[src/rtl/mbc_pkg.sv]
package mbc_pkg;
  typedef enum logic [2:0] {
    BS_IDLE = 3'd0,
    BS_T1   = 3'd1,
    BS_T2   = 3'd2,
    BS_T3   = 3'd3,
    BS_T4   = 3'd4,
    BS_HELD = 3'd5
  } bus_state_e;

  function automatic logic in_data_phase(input bus_state_e s);
    return (s == BS_T2) || (s == BS_T3);
  endfunction

  function automatic logic in_cycle(input bus_state_e s);
    return (s == BS_T1) || (s == BS_T2) || (s == BS_T3) || (s == BS_T4);
  endfunction
endpackage

[src/rtl/mbc_seq.sv]
module mbc_seq
  import mbc_pkg::*;
#(
  parameter int DATA_W = 16,
  parameter int STAT_W = 4
) (
  input  logic              clk,
  input  logic              rst,
  input  logic              req_valid_i,
  input  logic              req_write_i,
  input  logic [STAT_W-1:0] req_status_i,
  input  logic [DATA_W-1:0] req_addr_i,
  input  logic [DATA_W-1:0] req_wdata_i,
  input  logic              hold_i,
  output bus_state_e        state_q,
  output bus_state_e        state_d,
  output logic              cur_write,
  output logic [STAT_W-1:0] cur_status,
  output logic [DATA_W-1:0] cur_addr,
  output logic [DATA_W-1:0] cur_wdata
);
  logic              lat_write;
  logic [STAT_W-1:0] lat_status;
  logic [DATA_W-1:0] lat_addr;
  logic [DATA_W-1:0] lat_wdata;
  logic              accept;

  always_comb begin
    state_d = state_q;
    case (state_q)
      BS_IDLE: begin
        if (hold_i)           state_d = BS_HELD;
        else if (req_valid_i) state_d = BS_T1;
      end
      BS_T1:   state_d = BS_T2;
      BS_T2:   state_d = BS_T3;
      BS_T3:   state_d = BS_T4;
      BS_T4: begin
        if (hold_i)           state_d = BS_HELD;
        else if (req_valid_i) state_d = BS_T1;
        else                  state_d = BS_IDLE;
      end
      BS_HELD: if (!hold_i)   state_d = BS_IDLE;
      default:                state_d = BS_IDLE;
    endcase
  end

  assign accept = (state_d == BS_T1);

  always_ff @(posedge clk) begin
    if (rst) begin
      state_q    <= BS_IDLE;
      lat_write  <= 1'b0;
      lat_status <= '0;
      lat_addr   <= '0;
      lat_wdata  <= '0;
    end else begin
      state_q <= state_d;
      if (accept) begin
        lat_write  <= req_write_i;
        lat_status <= req_status_i;
        lat_addr   <= req_addr_i;
        lat_wdata  <= req_wdata_i;
      end
    end
  end

  assign cur_write  = accept ? req_write_i  : lat_write;
  assign cur_status = accept ? req_status_i : lat_status;
  assign cur_addr   = accept ? req_addr_i   : lat_addr;
  assign cur_wdata  = accept ? req_wdata_i  : lat_wdata;

  assert_t1_to_t2_R2: assert property (@(posedge clk) disable iff (rst)
    (state_q == BS_T1) |=> (state_q == BS_T2));
  assert_t2_to_t3_R2: assert property (@(posedge clk) disable iff (rst)
    (state_q == BS_T2) |=> (state_q == BS_T3));
  assert_hold_waits_R10: assert property (@(posedge clk) disable iff (rst)
    (state_q == BS_T3) |=> (state_q == BS_T4));
endmodule

[src/rtl/mbc_dma.sv]
module mbc_dma #(
  parameter int STB_LEN = 2
) (
  input  logic clk,
  input  logic rst,
  input  logic held_q,
  input  logic held_d,
  input  logic ads_n_i,
  input  logic dir_read_i,
  output logic rd_o,
  output logic wr_o
);
  localparam int CW = (STB_LEN > 1) ? $clog2(STB_LEN) : 1;
  localparam logic [CW-1:0] CNT_INIT = CW'(STB_LEN - 1);

  logic [CW-1:0] remain;
  logic          active;

  assign active = rd_o | wr_o;

  always_ff @(posedge clk) begin
    if (rst || !held_d) begin
      rd_o   <= 1'b0;
      wr_o   <= 1'b0;
      remain <= '0;
    end else if (active) begin
      if (remain == '0) begin
        rd_o <= 1'b0;
        wr_o <= 1'b0;
      end else begin
        remain <= remain - 1'b1;
      end
    end else if (held_q && !ads_n_i) begin
      rd_o   <= dir_read_i;
      wr_o   <= !dir_read_i;
      remain <= CNT_INIT;
    end
  end

  assert_dma_only_held_R12: assert property (@(posedge clk) disable iff (rst)
    (rd_o || wr_o) |-> held_q);
  assert_dma_start_R12: assert property (@(posedge clk) disable iff (rst)
    ($rose(rd_o) || $rose(wr_o)) |-> $past(!ads_n_i));
  assert_dma_excl_R12: assert property (@(posedge clk) disable iff (rst)
    !(rd_o && wr_o));
endmodule

[src/rtl/mbc_pins.sv]
module mbc_pins
  import mbc_pkg::*;
#(
  parameter int DATA_W = 16,
  parameter int STAT_W = 4
) (
  input  logic              clk,
  input  logic              rst,
  input  bus_state_e        state_q,
  input  bus_state_e        state_d,
  input  logic              cur_write,
  input  logic [STAT_W-1:0] cur_status,
  input  logic [DATA_W-1:0] cur_addr,
  input  logic [DATA_W-1:0] cur_wdata,
  input  logic [DATA_W-1:0] ad_i,
  output logic [DATA_W-1:0] ad_o,
  output logic              ad_oe_o,
  output logic              ads_n_o,
  output logic              ads_oe_o,
  output logic              dir_read_o,
  output logic              dir_oe_o,
  output logic              rd_cyc_o,
  output logic              wr_cyc_o,
  output logic              dbe_o,
  output logic              tso_o,
  output logic [STAT_W-1:0] status_o,
  output logic              status_oe_o,
  output logic              hlda_o,
  output logic              done_o,
  output logic [DATA_W-1:0] rdata_o
);
  logic nxt_data, nxt_cyc, nxt_held;

  assign nxt_data = in_data_phase(state_d);
  assign nxt_cyc  = in_cycle(state_d);
  assign nxt_held = (state_d == BS_HELD);

  always_ff @(posedge clk) begin
    if (rst) begin
      ad_o        <= '0;
      ad_oe_o     <= 1'b0;
      ads_n_o     <= 1'b1;
      ads_oe_o    <= 1'b1;
      dir_read_o  <= 1'b1;
      dir_oe_o    <= 1'b1;
      rd_cyc_o    <= 1'b0;
      wr_cyc_o    <= 1'b0;
      dbe_o       <= 1'b0;
      tso_o       <= 1'b1;
      status_o    <= '0;
      status_oe_o <= 1'b1;
      hlda_o      <= 1'b0;
      done_o      <= 1'b0;
      rdata_o     <= '0;
    end else begin
      ads_n_o <= (state_d != BS_T1);
      if (state_d == BS_T1) begin
        ad_o    <= cur_addr;
        ad_oe_o <= 1'b1;
      end else if (nxt_data && cur_write) begin
        ad_o    <= cur_wdata;
        ad_oe_o <= 1'b1;
      end else begin
        ad_o    <= '0;
        ad_oe_o <= 1'b0;
      end
      dir_read_o  <= nxt_cyc ? !cur_write : 1'b1;
      rd_cyc_o    <= nxt_data && !cur_write;
      wr_cyc_o    <= nxt_data && cur_write;
      dbe_o       <= nxt_data;
      tso_o       <= !nxt_data;
      status_o    <= nxt_cyc ? cur_status : '0;
      hlda_o      <= nxt_held;
      ads_oe_o    <= !nxt_held;
      dir_oe_o    <= !nxt_held;
      status_oe_o <= !nxt_held;
      done_o      <= (state_d == BS_T4);
      if (state_q == BS_T3 && !cur_write) rdata_o <= ad_i;
    end
  end

  assert_held_release_R11: assert property (@(posedge clk) disable iff (rst)
    hlda_o |-> (!ad_oe_o && !ads_oe_o && !status_oe_o && !dir_oe_o));
  assert_tso_fall_R3: assert property (@(posedge clk) disable iff (rst)
    $fell(tso_o) |-> dbe_o);
  assert_done_single_R7: assert property (@(posedge clk) disable iff (rst)
    done_o |=> !done_o);
  assert_dbe_strobe_R6: assert property (@(posedge clk) disable iff (rst)
    dbe_o |-> (rd_cyc_o || wr_cyc_o));
endmodule

[src/rtl/mbc_bus_ctrl.sv]
module mbc_bus_ctrl
  import mbc_pkg::*;
#(
  parameter int DATA_W      = 16,
  parameter int STAT_W      = 4,
  parameter int DMA_STB_LEN = 2
) (
  input  logic              clk,
  input  logic              rst,
  input  logic              req_valid_i,
  input  logic              req_write_i,
  input  logic [STAT_W-1:0] req_status_i,
  input  logic [DATA_W-1:0] req_addr_i,
  input  logic [DATA_W-1:0] req_wdata_i,
  output logic              done_o,
  output logic [DATA_W-1:0] rdata_o,
  output logic [DATA_W-1:0] ad_o,
  output logic              ad_oe_o,
  input  logic [DATA_W-1:0] ad_i,
  output logic              ads_n_o,
  output logic              ads_oe_o,
  input  logic              ads_n_i,
  output logic              dir_read_o,
  output logic              dir_oe_o,
  input  logic              dir_read_i,
  output logic              rd_o,
  output logic              wr_o,
  output logic              dbe_o,
  output logic              tso_o,
  output logic [STAT_W-1:0] status_o,
  output logic              status_oe_o,
  input  logic              hold_i,
  output logic              hlda_o
);
  bus_state_e        state_q, state_d;
  logic              cur_write;
  logic [STAT_W-1:0] cur_status;
  logic [DATA_W-1:0] cur_addr, cur_wdata;
  logic              rd_cyc, wr_cyc, rd_dma, wr_dma;

  mbc_seq #(.DATA_W(DATA_W), .STAT_W(STAT_W)) u_seq (
    .clk(clk), .rst(rst),
    .req_valid_i(req_valid_i), .req_write_i(req_write_i),
    .req_status_i(req_status_i), .req_addr_i(req_addr_i),
    .req_wdata_i(req_wdata_i), .hold_i(hold_i),
    .state_q(state_q), .state_d(state_d),
    .cur_write(cur_write), .cur_status(cur_status),
    .cur_addr(cur_addr), .cur_wdata(cur_wdata)
  );

  mbc_pins #(.DATA_W(DATA_W), .STAT_W(STAT_W)) u_pins (
    .clk(clk), .rst(rst), .state_q(state_q), .state_d(state_d),
    .cur_write(cur_write), .cur_status(cur_status),
    .cur_addr(cur_addr), .cur_wdata(cur_wdata), .ad_i(ad_i),
    .ad_o(ad_o), .ad_oe_o(ad_oe_o), .ads_n_o(ads_n_o), .ads_oe_o(ads_oe_o),
    .dir_read_o(dir_read_o), .dir_oe_o(dir_oe_o),
    .rd_cyc_o(rd_cyc), .wr_cyc_o(wr_cyc), .dbe_o(dbe_o), .tso_o(tso_o),
    .status_o(status_o), .status_oe_o(status_oe_o), .hlda_o(hlda_o),
    .done_o(done_o), .rdata_o(rdata_o)
  );

  mbc_dma #(.STB_LEN(DMA_STB_LEN)) u_dma (
    .clk(clk), .rst(rst),
    .held_q(state_q == BS_HELD), .held_d(state_d == BS_HELD),
    .ads_n_i(ads_n_i), .dir_read_i(dir_read_i),
    .rd_o(rd_dma), .wr_o(wr_dma)
  );

  assign rd_o = rd_cyc | rd_dma;
  assign wr_o = wr_cyc | wr_dma;

  assert_rw_excl_R4: assert property (@(posedge clk) disable iff (rst)
    !(rd_o && wr_o));
  assert_ads_bus_R2: assert property (@(posedge clk) disable iff (rst)
    !ads_n_o |-> ad_oe_o);
endmodule

[config.mk]
export PLATFORM = sky130hd
export DESIGN_NAME = mbc_bus_ctrl
export DESIGN_NICKNAME = d
export VERILOG_FILES = /design/src/rtl/mbc_pkg.sv /design/src/rtl/mbc_seq.sv /design/src/rtl/mbc_dma.sv /design/src/rtl/mbc_pins.sv /design/src/rtl/mbc_bus_ctrl.sv
export SDC_FILE = /design/constraint.sdc
export NUM_CORES = 1
export LEC_CHECK = 0
export BUFFER_PORTS_ARGS = -buffer_cell sky130_fd_sc_hd__buf_2
export CAP_MARGIN = 20
export CORE_ASPECT_RATIO = 0.75
export CORE_MARGIN = 3
export CORE_UTILIZATION = 44
export CTS_BUF_LIST = sky130_fd_sc_hd__clkbuf_8
export CTS_CLUSTER_DIAMETER = 150
export DETAILED_ROUTE_END_ITERATION = 6
export GPL_TIMING_DRIVEN = 0
export PLACE_DENSITY = 0.78
export SYNTH_ARGS = -nofsm -noshare
export SYNTH_HDL_FRONTEND = slang
export SYNTH_SLANG_ARGS = --single-unit
[constraint.sdc]
create_clock -name clk -period 1.8 [get_ports clk]
set_input_delay 0.36 -clock clk [delete_from_list [all_inputs] [get_ports clk]]
set_output_delay 0.36 -clock clk [all_outputs]
set_load 0.05 [all_outputs]
# Word level (Yosys, flattened, before mapping)
# Index checks and enable logic that the tools add are counted.
[totals]
register_bits = 73
output_inout_bits = 48
word_cells = 75
[op_classes]
add_sub_neg = 1
eq_ne = 12
muxes = 20
bitwise_logic = 4
reduce_logical = 18
[ops]
columns = ["cell", "count"]
rows = [
  ["16-bit two-way mux", 2],
  ["3-bit case mux with 6 select lines", 1],
  ["3-bit by 2-bit == test with 1-bit output (second input constant)", 4],
  ["3-bit == test (second input constant)", 4],
  ["1-bit two-way mux", 12],
  ["3-bit two-way mux", 4],
  ["3-bit by 1-bit == test with 1-bit output (second input constant)", 2],
  ["1-bit logical NOT", 5],
  ["1-bit logical OR", 5],
  ["1-bit logical AND", 4],
  ["4-bit two-way mux", 1],
  ["3-bit logical NOT", 1],
  ["3-bit by 1-bit != test with 1-bit output (second input constant)", 1],
  ["1-bit OR", 3],
  ["2-bit != test (second input constant)", 1],
  ["2-bit AND reduction", 1],
  ["2-bit nonzero test", 1],
  ["2-bit OR reduction", 1],
  ["1-bit NOT", 1],
  ["1-bit subtractor (second input constant)", 1],
]

# Depth between registers and ports, before layout
# Gate-level depths: netlist (run 1).
[depth]
depth_word = 9
ltp_mapped = 6

# Hierarchy
# Synthesis (run 1) repeated with hierarchy kept, for this count alone.
[hier_totals]
cells_unflattened = 295
area_unflattened_um2 = 3617.2
[by_module_without_submodules]
columns = ["mod", "instances", "cells_each", "area_each_um2"]
rows = [
  ["mbc_seq", 1, 134, 1780.5],
  ["mbc_pins", 1, 145, 1671.6],
  ["mbc_dma", 1, 12, 135.1],
  ["mbc_bus_ctrl", 1, 4, 30.0],
]

# Least setup slack after synthesis (run 1)
# Ideal clock, no wire load.
[synth_path]
path_kind = "reg2reg"
start = "register u_seq.state_q[0]"
end = "register u_pins.ad_o[4]"
arrival_ns = 1.621
required_ns = 1.683
path_slack_ns = 0.062
stages_incl_launch_ff = 6
path_buffers = 2
synth_period_minus_slack_ns = 1.738
path_cell_list = "dfxtp_1 > buf_6 > nor4b_4 > mux2_4 > buf_6 > a32o_1"
[synth_via]
elab_chain_cells = 8
[synth_rtl]
columns = ["element", "line", "text"]
rows = [
  ["start: declaration", "mbc_seq.sv:15", "output bus_state_e state_q,"],
  ["start signal: assignment", "mbc_seq.sv:58", "state_q <= state_d;"],
  ["3-bit two-way mux", "mbc_seq.sv:33", "else if (req_valid_i) state_d = BS_T1;"],
  ["3-bit two-way mux", "mbc_seq.sv:32", "if (hold_i) state_d = BS_HELD;"],
  ["3-bit case mux with 6 select lines (*)", "mbc_seq.sv:30", "case (state_q)"],
  ["3-bit by 1-bit == test with 1-bit output / 3-bit by 2-bit == test with 1-bit output (equally long branches)", "mbc_seq.sv:48, mbc_pins.sv:57, mbc_pkg.sv:12", ""],
  ["1-bit two-way mux / 1-bit logical OR (equally long branches)", "mbc_seq.sv:68, mbc_pkg.sv:12", ""],
  ["1-bit logical AND", "mbc_pins.sv:60", "end else if (nxt_data && cur_write) begin"],
  ["16-bit two-way mux", "mbc_pins.sv:60", ""],
  ["16-bit two-way mux (*)", "mbc_pins.sv:57", "if (state_d == BS_T1) begin"],
  ["end signal: assignment", "mbc_pins.sv:58", "ad_o <= cur_addr;"],
  ["end signal: assignment", "mbc_pins.sv:61", "ad_o <= cur_wdata;"],
  ["end: declaration", "mbc_pins.sv:16", "output logic [DATA_W-1:0] ad_o,"],
]
# Every way passes the cells marked *; elsewhere a longest branch is shown, timed or not.
# A chain may end at the register's enable or synchronous reset.

# Final worst setup path (run 1)
[layout_path]
start = "register u_seq.state_q[1]"
end = "register u_pins.ad_o[7]"
# Same word-level chain as after synthesis.

==> results of run 1 <==
[layout by cell type (no fill, tap or decap)]
master                        n
sky130_fd_sc_hd__nand2b_1     1
sky130_fd_sc_hd__o21ba_2      2
sky130_fd_sc_hd__bufinv_16    2
sky130_fd_sc_hd__or2_2        2
sky130_fd_sc_hd__or4bb_1      1
sky130_fd_sc_hd__buf_2      109
sky130_fd_sc_hd__clkinv_2     3
sky130_fd_sc_hd__buf_4        9
sky130_fd_sc_hd__nand2_1     36
sky130_fd_sc_hd__inv_1        3
sky130_fd_sc_hd__nor2_1      13
sky130_fd_sc_hd__mux2_4       1
sky130_fd_sc_hd__or3b_2       1
sky130_fd_sc_hd__xor2_1       1
sky130_fd_sc_hd__a21o_1       1
sky130_fd_sc_hd__nor2_2       1
sky130_fd_sc_hd__buf_6        3
sky130_fd_sc_hd__clkbuf_1     7
sky130_fd_sc_hd__or4b_2       1
sky130_fd_sc_hd__nor4bb_1     1
sky130_fd_sc_hd__nand4b_1     1
sky130_fd_sc_hd__a2111oi_0    1
sky130_fd_sc_hd__nor4b_4      1
sky130_fd_sc_hd__mux2i_1      4
sky130_fd_sc_hd__a22o_1      16
sky130_fd_sc_hd__a32o_1      16
sky130_fd_sc_hd__nor2b_1      3
sky130_fd_sc_hd__and2_1       3
sky130_fd_sc_hd__clkinv_4     1
sky130_fd_sc_hd__nand4_1      1
sky130_fd_sc_hd__a21oi_1     20
sky130_fd_sc_hd__nand3_1      1
sky130_fd_sc_hd__nor4_1       1
sky130_fd_sc_hd__dfxtp_1     73
sky130_fd_sc_hd__o21bai_1     1
sky130_fd_sc_hd__clkbuf_2     1
sky130_fd_sc_hd__clkbuf_8     9
[worst max path at each step]
stage | start | end | slack [ps] | cells after the start
final | u_seq.state_q[1]$_SDFF_PP0_ | u_pins.ad_o[7]$_SDFF_PP0_ | 80 | 6
after global placement | hold_i | u_seq.lat_wdata[9]$_SDFFE_PP0P_ | -230 | 5
after CTS | u_seq.state_q[1]$_SDFF_PP0_ | u_pins.ad_o[7]$_SDFF_PP0_ | 60 | 6
after floorplan | u_seq.state_q[0]$_SDFF_PP0_ | u_pins.ad_o[4]$_SDFF_PP0_ | 60 | 5
after global routing | u_seq.state_q[1]$_SDFF_PP0_ | u_pins.ad_o[2]$_SDFF_PP0_ | 20 | 6
after detailed placement | hold_i | u_seq.lat_wdata[10]$_SDFFE_PP0P_ | -230 | 5
[state kept, by name (all words and copies together) (netlist names), 3 cells and up]
register / cells
u_pins.ad_o: 16
u_pins.rdata_o: 16
u_seq.lat_wdata: 16
u_pins.status_o: 4
u_seq.lat_status: 4
u_seq.state_q: 3
[cells by family (layout without fill, tap and decap cells)]
| kind of cell | count (synthesis) | count (layout) | share of synthesized area |
|---|---|---|---|
| and+or+nand+nor | 68 | 68 | 0.137 |
| muxes | 5 | 5 | 0.0226 |
| AOI/OAI and AO/OA | 57 | 57 | 0.182 |
| buffers and inverters | 24 | 147 | 0.0559 |
| DFF | 73 | 73 | 0.599 |
| xor gates and xnor gates | 1 | 1 | 0.00359 |
[area by class of cell]
| cell class | count | area [um^2] | area share |
|---|---|---|---|
| Buffer | 20 | 125 | 0.0380 |
| Clock buffer | 9 | 124 | 0.0376 |
| Clock inverter | 6 | 83.8 | 0.0255 |
| Inverter | 3 | 11.3 | 0.00342 |
| Multi-Input combinational cell | 131 | 845 | 0.256 |
| Sequential cell | 73 | 1460 | 0.444 |
| Tap cell | 72 | 90.1 | 0.0274 |
| Timing Repair Buffer | 109 | 553 | 0.168 |
[stage by stage]
stage	power [mW]	cell area [um^2]	TNS, ps
3_3_place_gp	2.29	3060	-6060
5_1_grt	3.75	3290	0
4_1_cts	3.63	3280	0
6_report	3.61	3290	0
2_1_floorplan	2.14	2440	0
3_5_place_dp	2.30	3060	-5910
[routing by layer]
| metal | global-route usage | share of wire | vias to the layer above |
|---|---|---|---|
| met3 | 0.0624 | 0.056 | 6 |
| met5 | 0 | 0 | - |
| met4 | 0.0593 | 0.0096 | 0 |
| met1 | 0.212 | 0.44 | 981 |
| met2 | 0.307 | 0.49 | 54 |
| li1 | - | - | 1036 |
[power by group through the flow]
stage	Sequential, mW	Combinational, mW	Clock, mW
after CTS	1.73	0.546	1.35
after floorplan	1.90	0.239	0
final	1.73	0.549	1.33
after global placement	1.76	0.531	0
after detailed placement	1.76	0.538	0
after global routing	1.74	0.591	1.42
[repair_timing]
item,in CTS,in global routing
setup buffers,2,1
setup endpoints to repair,29,21
endpoints found under the hold margin,0,0
gates resized for setup,0,4
pin swaps,1,0
[critical path, cell delays in order (launching register included)]
cell and delay [ps]:
sky130_fd_sc_hd__dfxtp_1 310, sky130_fd_sc_hd__buf_4 170, sky130_fd_sc_hd__nor4b_4 240, sky130_fd_sc_hd__buf_4 170
sky130_fd_sc_hd__mux2_4 320, sky130_fd_sc_hd__buf_6 150, sky130_fd_sc_hd__a32o_1 250
==> run summary, run 1 <==
The number of antenna repair diodes is 0. The number of H-tree branching levels is 3. The sum of overflow across all layers after global routing is 0. The core region area came out at 5120 um^2. The maximum ir drop on the vdd rail came out at 0.000790 V. The maximum frequency from static timing analysis came out at 581 MHz. The via total after detailed routing is 2,077. The number of cells traversed by the worst hold path came out at 2. The number of enable-type register cells in the synthesized netlist is 0. The cell area after technology mapping came out at 2440 um^2. In the final design database the tool counted 406 nets. The setup clock skew after layout came out at 6.92 ps. The number of antenna violations at the first check in global routing was 0. The number of global-route vias before repair came out at 2,031. The hold violation count in the final report came out at 0.

In this run, distinct cell masters in the synthesized netlist total 31. The initial core utilization came out at 0.477. The total wire length is 5.74 mm.

Synthesis inferred 73 register bits. Measured on the finished design, the core utilization comes to 0.643. The count of final setup violators came out at 0. The launching point of the worst reg2reg path is u_seq.state_q[1]$_SDFF_PP0_. Yosys attributes the largest share of cell area to sky130_fd_sc_hd__dfxtp_1 60%, sky130_fd_sc_hd__a32o_1 6.6%, sky130_fd_sc_hd__a22o_1 5.7%.

The root buffer cell chosen for the clock tree is sky130_fd_sc_hd__clkbuf_8. Measured against its own limit, the worst slew margin works out to 0.575. By count the netlist is led by 73 x sky130_fd_sc_hd__dfxtp_1, 36 x sky130_fd_sc_hd__nand2_1, 20 x sky130_fd_sc_hd__a21oi_1. The kind of path behind the tightest hold check is input pin to flop. The cell internal power dissipation is 2.66 mW.

In this run the critical register-to-register path is captured at u_pins.ad_o[7]$_SDFF_PP0_. The fill cell instance count of the final layout came out at 469. The share of synthesized flip-flops with an asynchronous set or reset is 0. The global-route usage over all layers is 0.180. The worst setup path is launched from a flop. The endpoint type of the worst setup path is a flop. The relative contribution of combinational cells to total power is 0.152. The worst hold endpoint is u_pins.ad_o[10]$_SDFF_PP0_. The wire length of the first global-routing pass is 9.16 mm. For this design the top-level I/O count stands at 107. At the worst endpoint, the required time is 2020 ps.

TritonCTS built the clock tree. At the worst endpoint, the arrival time is 1940 ps. The latest clock arrival within the worst-skew pair came out at 330 ps.

The number of clock buffers added by TritonCTS is 9. The warning count from the yosys run is 0. The maximum buffer depth of the clock tree is 2. The count of cells in the finished layout, fillers not included, comes to 423. At the placement stage, the worst setup path has a slack of -229 ps. The number of clock sinks came out at 73. The maximum fanout along the worst path came out at 10. The via density per instance came out at 4.91. Dividing the synthesized area by the synthesized cell count gives 10.7 um^2.

The biggest area contributor in the post-synthesis netlist is sky130_fd_sc_hd__dfxtp_1. The count of final max-slew check failures is 0. The number of placed instances with taps included is 406. In the final layout, the share of cells above drive strength 1 is 0.416. For the pin with the worst max-slew slack, the measured transition is 637 ps. The number of cell rows came out at 22. The worst register-to-register path has a depth of 6. The power density over cell area came out at 1100 nW/um^2. The length of the first detailed-routing pass in iterations came out at 4. For this run, the leading register cell type out of synthesis is sky130_fd_sc_hd__dfxtp_1.

The worst-case hold slack came out at 231 ps. The reported max-cap violation count came out at 0. Setup slack on the critical path of the routed design comes to 79.3 ps. Of the total power, the clock network draws 0.369. The post-synth net total came out at 287. Clock-pin slew was measured on the worst setup and hold paths at 70 ps. Dividing the detail-routed wire length by the instance count gives 13.6 um.

The area growth from synthesis to layout is 35.0%. The flow ran to the end, and the final reports show no timing, DRC or antenna violations. The die width is 92.0 um. The clock period minus final worst setup slack came out at 1720 ps. The number of routed nets with antenna violations came out at 0. The leakage power of the design came out at 1.52 nW. The cts-stage hold buffer count is 0. In the routed design, unresolved DRC markers number 0.

The die area is 6480 um^2. The share of synthesized area occupied by flip-flops and latches came out at 0.599. The vertical die dimension came out at 70.5 um. The startpoint of the lowest-slack hold path is req_addr_i[10]. In the finished design, the share of the clock period the worst path needs comes to 0.956. The switching power as a share of total power came out at 0.264. The area share of the largest cell type after synthesis came out at 0.599.

The part of the power in registers came out at 0.479. The number of DRC violations after detailed-routing iteration 0 is 95. Entering global routing, the biggest net connects 13 pins. The register-to-register setup slack came out at 80 ps.

The count of mapped cells out of synthesis came out at 228. The setup path with the least slack is of type flop to flop. The total net switching power came out at 951 uW.

The quantity of I/O buffers inserted on ports is 106. Setup repair after global routing left no endpoint under its margin. The placed wire-length estimate after detailed placement came out at 4.27 mm. Routability-driven placement finished with a final weighted congestion of 0.776. The most common cell in the netlist is sky130_fd_sc_hd__dfxtp_1.
(Power assumes the default switching activity.)
==> inputs of run 2 (changes only) <==
--- a/config.mk
+++ b/config.mk
@@ -14,7 +14,7 @@
 export CTS_CLUSTER_DIAMETER = 150
 export DETAILED_ROUTE_END_ITERATION = 6
 export GPL_TIMING_DRIVEN = 0
-export PLACE_DENSITY = 0.78
+export PLACE_DENSITY_LB_ADDON = 0.1
 export SYNTH_ARGS = -nofsm -noshare
 export SYNTH_HDL_FRONTEND = slang
 export SYNTH_SLANG_ARGS = --single-unit
==> run 2 against run 1 <==
Sequential share of layout area rose by 0.44 points. Worst setup slack improved by 23 ps. Utilization is 0.64 points lower. Register-to-register slack improved by 20 ps. Critical endpoint is now u_pins.ad_o[6]$_SDFF_PP0_. Highest routed layer unchanged.
==> run summary, run 2 (synthesis results as in run 1) <==
The flow ran to the end, and the final reports show no timing, DRC or antenna violations. Registers take 1460 um^2. The combined area of the multi-input logic cells is 842 um^2. The family with the most delay on the worst path is multiplexers. For this run, the slowest stage of the critical path takes 370 ps. The length of the first detailed-routing pass in iterations is 6.

The largest registers in the layout are u_pins.ad_o: 16 flops, u_pins.rdata_o: 16 flops, u_seq.lat_wdata: 16 flops. The post-route clock period utilization is 0.943. The worst setup path is captured at a flop.

The fill cell instance count of the final layout is 488. The net count of the finished layout came out at 404. The tree built by TritonCTS fans out to 73 sinks. Dividing the detail-routed wire length by the instance count gives 13.0 um.

The number of buffers and inverters on the critical path is 2. In this run the tool buffered the top-level ports with 106 buffer cells. The via total after detailed routing is 2,053.

The first global-routing pass estimated 9.16 mm of wire. The congestion estimate from routability-driven global placement came to 0.762. The transition time of the tightest slew-check pin is 664 ps. From left edge to right edge, the die measures 92.0 um. The global-route usage over all layers is 0.180. The wire-length estimate of the detail-placed layout is 4.04 mm.

The data arrival at the endpoint of the critical path came out at 1930 ps. The final setup slack of the worst path is 102 ps. The vertical die dimension is 70.5 um. The critical-path cell with the highest stage delay is sky130_fd_sc_hd__mux2_4. Leaving out fill and tap cells, the most frequent cell in the layout is sky130_fd_sc_hd__buf_2. The post-detailed-placement cell area is 3060 um^2. On the final layout, the worst hold slack is 225 ps. The count of final max-slew check failures is 0. For the worst setup path, the data required time is 2030 ps. For this block, wires on met1 add up to 2.60 mm.

For the final database, setup skew stands at 5.05 ps. The CTS clock-pin slew for the worst setup and hold paths came out at 70 ps. In the layout the commonest cells are 110 x sky130_fd_sc_hd__buf_2, 73 x sky130_fd_sc_hd__dfxtp_1, 36 x sky130_fd_sc_hd__nand2_1.

The number of antenna repair diodes came out at 0. The kind of path behind the tightest hold check is input pin to flop. The maximum buffer depth of the clock tree is 2. The routed wire length on met3 came out at 459 um.

The initial core utilization is 0.477. The maximum fanout along the worst path came out at 10. The area growth from synthesis to layout is 33.6%. Headroom to the max-slew limit came out at 0.558.

Across the run, the number of max-cap violations was 0. The number of DRC violations after detailed-routing iteration 0 came out at 77. The boundary pin count came out at 107. The die area came out at 6480 um^2.

The number of cell rows came out at 22. For this run, design rule violations remaining after detail routing come to 0. The H-tree was split into 3 levels. Static timing analysis puts the maximum clock frequency at 589 MHz. The total wire length came out at 5.48 mm. The number of global-route vias before repair came out at 1,929. The post-placement setup slack is -232 ps.

The number of antenna violations at the first check in global routing was 0. STA classifies the critical path startpoint as a flop. The met2 wire length came out at 2.32 mm. The core region area came out at 5120 um^2. The clock period minus final worst setup slack came out at 1700 ps.

Setup repair after global routing left no endpoint under its margin. The leakage power of the design came out at 1.50 nW. The pin count of the biggest net entering global routing is 13. The maximum ir drop on the vdd rail came out at 0.000732 V. For this run the aggregate overflow at the end of global routing stands at 0. The TritonCTS clock tree is yes.

The count of final setup violators is 0. The fraction of final layout cells sized beyond drive strength 1 is 0.411. The detailed router used layers up to and including met4. The final standard cell area without fillers came out at 3260 um^2. Buffers inserted to repair hold after CTS numbered 0. The hold violation count in the final report is 0. The number of buffers inserted during clock tree synthesis came out at 9. The setup TNS came out at 0 ps.

The tree is rooted in a sky130_fd_sc_hd__clkbuf_8. The critical path goes through buf_2, nor4b_4, mux2_4, buf_6, a32o_1. The clock reaches the later pin of the worst-skew pair after 340 ps. The power density over cell area is 1070 nW/um^2. The via density per instance is 4.86.

The critical path is of the flop to flop type. The detail route stage leaves a number of antenna-violating nets equal to 0.
## run 2: what timing repair did
| item | in CTS | in global routing |
|---|---|---|
| resized for setup | 0 | 1 |
| pin swaps | 1 | 1 |
| setup buffers | 1 | 0 |
| endpoints found under the setup margin | 31 | 24 |
## run 2: worst paths after layout
kind         depth (start not counted)                              end                      startpoint  slack (ps)
max                                  5        u_pins.ad_o[6]$_SDFF_PP0_     u_seq.state_q[1]$_SDFF_PP0_         100
min                                  2  u_seq.lat_wdata[6]$_SDFFE_PP0P_                  req_wdata_i[6]         230
max reg2reg                          5        u_pins.ad_o[6]$_SDFF_PP0_     u_seq.state_q[1]$_SDFF_PP0_         100
min reg2reg                          2   u_pins.rdata_o[8]$_SDFFE_PP0P_  u_pins.rdata_o[8]$_SDFFE_PP0P_         450
## run 2: final cells by class
class | count | area share
Inverter | 3 | 0.00345
Timing Repair Buffer | 107 | 0.165
Tap cell | 72 | 0.0276
Buffer | 20 | 0.0376
Multi-Input combinational cell | 131 | 0.258
Clock inverter | 6 | 0.0177
Clock buffer | 10 | 0.0422
Sequential cell | 73 | 0.448
## run 2: where the power goes
group / total, mW / internal [mW] / switching, mW
logic: 0.538 / 0.189 / 0.349
clock network: 1.24 / 0.667 / 0.571
registers: 1.73 / 1.69 / 0.0320
## run 2: worst register-to-register path, cell delays in order (launching register included)
cell and delay, ps:
sky130_fd_sc_hd__dfxtp_1 300, sky130_fd_sc_hd__buf_2 180, sky130_fd_sc_hd__nor4b_4 340, sky130_fd_sc_hd__mux2_4 370
sky130_fd_sc_hd__buf_6 150, sky130_fd_sc_hd__a32o_1 250
## run 2: metrics by stage
stage                util  total power, mW  cells
floorplan               -             2.14    228
global placement    0.598             2.29    406
detailed placement  0.598             2.30    406
CTS                 0.637             3.54    423
global route        0.637             3.67    422
finish              0.637             3.50    422
## run 2: layer usage
metal	global-route usage	vias to the layer above
met3	0.0689	9
met5	0	-
li1	-	1030
met4	0.0758	0
met2	0.249	75
met1	0.247	939
==> inputs of run 3 (changes only) <==
--- a/config.mk
+++ b/config.mk
@@ -7,14 +7,17 @@
 export LEC_CHECK = 0
 export BUFFER_PORTS_ARGS = -buffer_cell sky130_fd_sc_hd__buf_2
 export CAP_MARGIN = 20
+export CELL_PAD_IN_SITES_DETAIL_PLACEMENT = 0
+export CELL_PAD_IN_SITES_GLOBAL_PLACEMENT = 1
 export CORE_ASPECT_RATIO = 0.75
 export CORE_MARGIN = 3
-export CORE_UTILIZATION = 44
+export CORE_UTILIZATION = 32
 export CTS_BUF_LIST = sky130_fd_sc_hd__clkbuf_8
 export CTS_CLUSTER_DIAMETER = 150
 export DETAILED_ROUTE_END_ITERATION = 6
 export GPL_TIMING_DRIVEN = 0
 export PLACE_DENSITY_LB_ADDON = 0.1
+export SETUP_SLACK_MARGIN = 0.3
 export SYNTH_ARGS = -nofsm -noshare
 export SYNTH_HDL_FRONTEND = slang
 export SYNTH_SLANG_ARGS = --single-unit
==> run 3 against run 2 <==
Sequential power hardly changed. Via count is 3.0% higher. Largest power group unchanged. Global-route usage is 3.3 points lower.
==> run summary, run 3 (synthesis results as in run 1) <==
0 antenna diodes ended up in the layout. In the routed layout, each cell is associated on average with a via count of 4.52. The boundary pin count is 107.

For this run, the detailed router's first-pass iteration total came to 4. The count of nets left with antenna violations once routing finished came out at 0. The transition time of the tightest slew-check pin came out at 523 ps. The initial core utilization came out at 0.344. The number of global-route vias before repair came out at 1,921.

The total wire length came out at 6.50 mm. The detailed router finished its first iteration with 85 violations. The quantity of I/O buffers inserted on ports is 106. The wire length of the first global-routing pass came out at 9.77 mm. The reported max-cap violation count came out at 0. The fill cell instance count of the final layout came out at 708. The count of final setup violators is 0. In this run the deepest clock path goes through 2 buffers.

The fraction of final layout cells sized beyond drive strength 1 came out at 0.481. The post-route clock period utilization came out at 0.940. The area growth from synthesis to layout is 51.3%. In the final layout, the registers with the most flip-flops are u_pins.ad_o: 16 flops, u_pins.rdata_o: 16 flops, u_seq.lat_wdata: 16 flops. The hold violation count in the final report came out at 0. The latest clock arrival within the worst-skew pair came out at 350 ps.

The sequential standard cell area came out at 1470 um^2. The global-route usage over all layers is 0.146. Including well taps, the total number of placed cells is 432.

The count of cells in the finished layout, fillers not included, comes to 468. The number of antenna violations at the first check in global routing is 0. Setup repair after global routing could not meet its margin everywhere. Setup slack on the critical path of the routed design comes to 109 ps. The weighted congestion at the end of routability-driven global placement is 0.712. The count of final max-slew check failures came to 0. The sum of overflow across all layers after global routing came out at 0. The endpoint required time on the critical path came out at 2040 ps. The die area is 8720 um^2.

After floorplanning, the core was sized to cover 7090 um^2. The cts-stage hold buffer count is 0. The post-detailed-route wirelength per cell is 13.9 um.

The total power after layout is 3.81 mW. The number of clock sinks came out at 73. The worst max-slew margin expressed relative to the limit came out at 0.652. The setup clock skew after layout is 10.4 ps. The placed wire-length estimate after detailed placement is 4.36 mm. TritonCTS built the clock tree. The worst setup path is launched from a flop. Counting the buffers created by CTS gives 9. The final cell utilization of the core is 0.521. The data arrival at the endpoint of the critical path came out at 1930 ps. The die width came out at 107 um. Leaving out fill and tap cells, the most frequent cell in the layout is sky130_fd_sc_hd__buf_2.

The number of H-tree branching levels came out at 3. After detailed routing, the number of remaining DRC violations is 0. Prior to clock tree synthesis, the placed netlist has a worst setup slack of -283 ps.

For this run, the post-layout net count is 424. The CTS clock-pin slew for the worst setup and hold paths came out at 80 ps. Timing would allow up to 591 MHz. The combined area of the multi-input logic cells came out at 896 um^2. The flow ran to the end, and the final reports show no timing, DRC or antenna violations. The pin count of the biggest net entering global routing came out at 14. The setup TNS came out at 0 ps.

The maximum ir drop on the vdd rail came out at 0.000564 V. The routed layout has 2,114 vias. The kind of path behind the tightest hold check is input pin to flop.

In this run the worst path has a maximum fanout of 10. The clock period minus final worst setup slack is 1690 ps. The startpoint-to-endpoint class of the critical path is flop to flop. The power density over cell area is 1030 nW/um^2. The cell chosen for the clock root is sky130_fd_sc_hd__clkbuf_8. The leakage power of the design came out at 1.69 nW. The number of cell rows is 26.

The endpoint type of the worst setup path is a flop. The vertical die dimension came out at 81.6 um. In the layout the commonest cells are 104 x sky130_fd_sc_hd__buf_2, 68 x sky130_fd_sc_hd__dfxtp_1, 36 x sky130_fd_sc_hd__nand2_1.
## run 3: changes by cell type in the layout (fill, tap and decap cells not counted), moves of 3 or more
cell and delta:
sky130_fd_sc_hd__dfxtp_2 +5, sky130_fd_sc_hd__clkbuf_1 -4, sky130_fd_sc_hd__buf_2 -6, sky130_fd_sc_hd__buf_8 +8, sky130_fd_sc_hd__buf_6 +6, sky130_fd_sc_hd__clkinv_2 -3
sky130_fd_sc_hd__buf_4 +12, sky130_fd_sc_hd__dfxtp_1 -5
## run 3: final timing paths
kind / cells after the start / endpoint / startpoint / slack [ps]
max: 6 / u_pins.ad_o[14]$_SDFF_PP0_ / u_seq.state_q[1]$_SDFF_PP0_ / 110
max reg2reg: 6 / u_pins.ad_o[14]$_SDFF_PP0_ / u_seq.state_q[1]$_SDFF_PP0_ / 110
min reg2reg: 2 / u_pins.rdata_o[7]$_SDFFE_PP0P_ / u_pins.rdata_o[7]$_SDFFE_PP0P_ / 450
min: 2 / u_pins.ad_o[2]$_SDFF_PP0_ / req_addr_i[2] / 210
## run 3: critical path: stages, from the launching register on
cell                      delay, ps
sky130_fd_sc_hd__dfxtp_2        320
sky130_fd_sc_hd__buf_6          120
sky130_fd_sc_hd__nor4b_4        250
sky130_fd_sc_hd__buf_4          160
sky130_fd_sc_hd__mux2_4         360
sky130_fd_sc_hd__buf_8          160
sky130_fd_sc_hd__a32o_1         220
## run 3: layout make-up
type	count	share of cell area
flip-flops and latches	73	0.397
multi-input cells	131	0.243
repair buffers	126	0.209
plain buffers	21	0.0556
clock buffers	9	0.0335
well taps	98	0.0332
clock inverters	7	0.0258
inverters	3	0.00305
## run 3: power by group
part	total (mW)	switching, mW	internal, mW
registers	1.73	0.0351	1.69
clock network	1.40	0.618	0.782
logic	0.681	0.388	0.293
## run 3: stage by stage
| step | area, um^2 | hold WS [ps] |
|---|---|---|
| 3_5_place_dp | 3100 | 446 |
| 3_3_place_gp | 3100 | 441 |
| 5_1_grt | 3690 | 197 |
| 2_1_floorplan | 2450 | 450 |
| 6_report | 3690 | 214 |
| 4_1_cts | 3520 | 198 |
## run 3: per-layer routing
| layer | global-route usage | part of all wire |
|---|---|---|
| met1 | 0.201 | 0.50 |
| met2 | 0.208 | 0.42 |
| met3 | 0.0566 | 0.065 |
| met4 | 0.0536 | 0.014 |
| met5 | 0 | 0 |
## run 3: repair_timing
item / in CTS / in global routing
setup buffers: 10 / 6
setup endpoints to repair: 63 / 69
resized for setup: 34 / 26
pin swaps: 3 / 1
cloned: 1 / 3
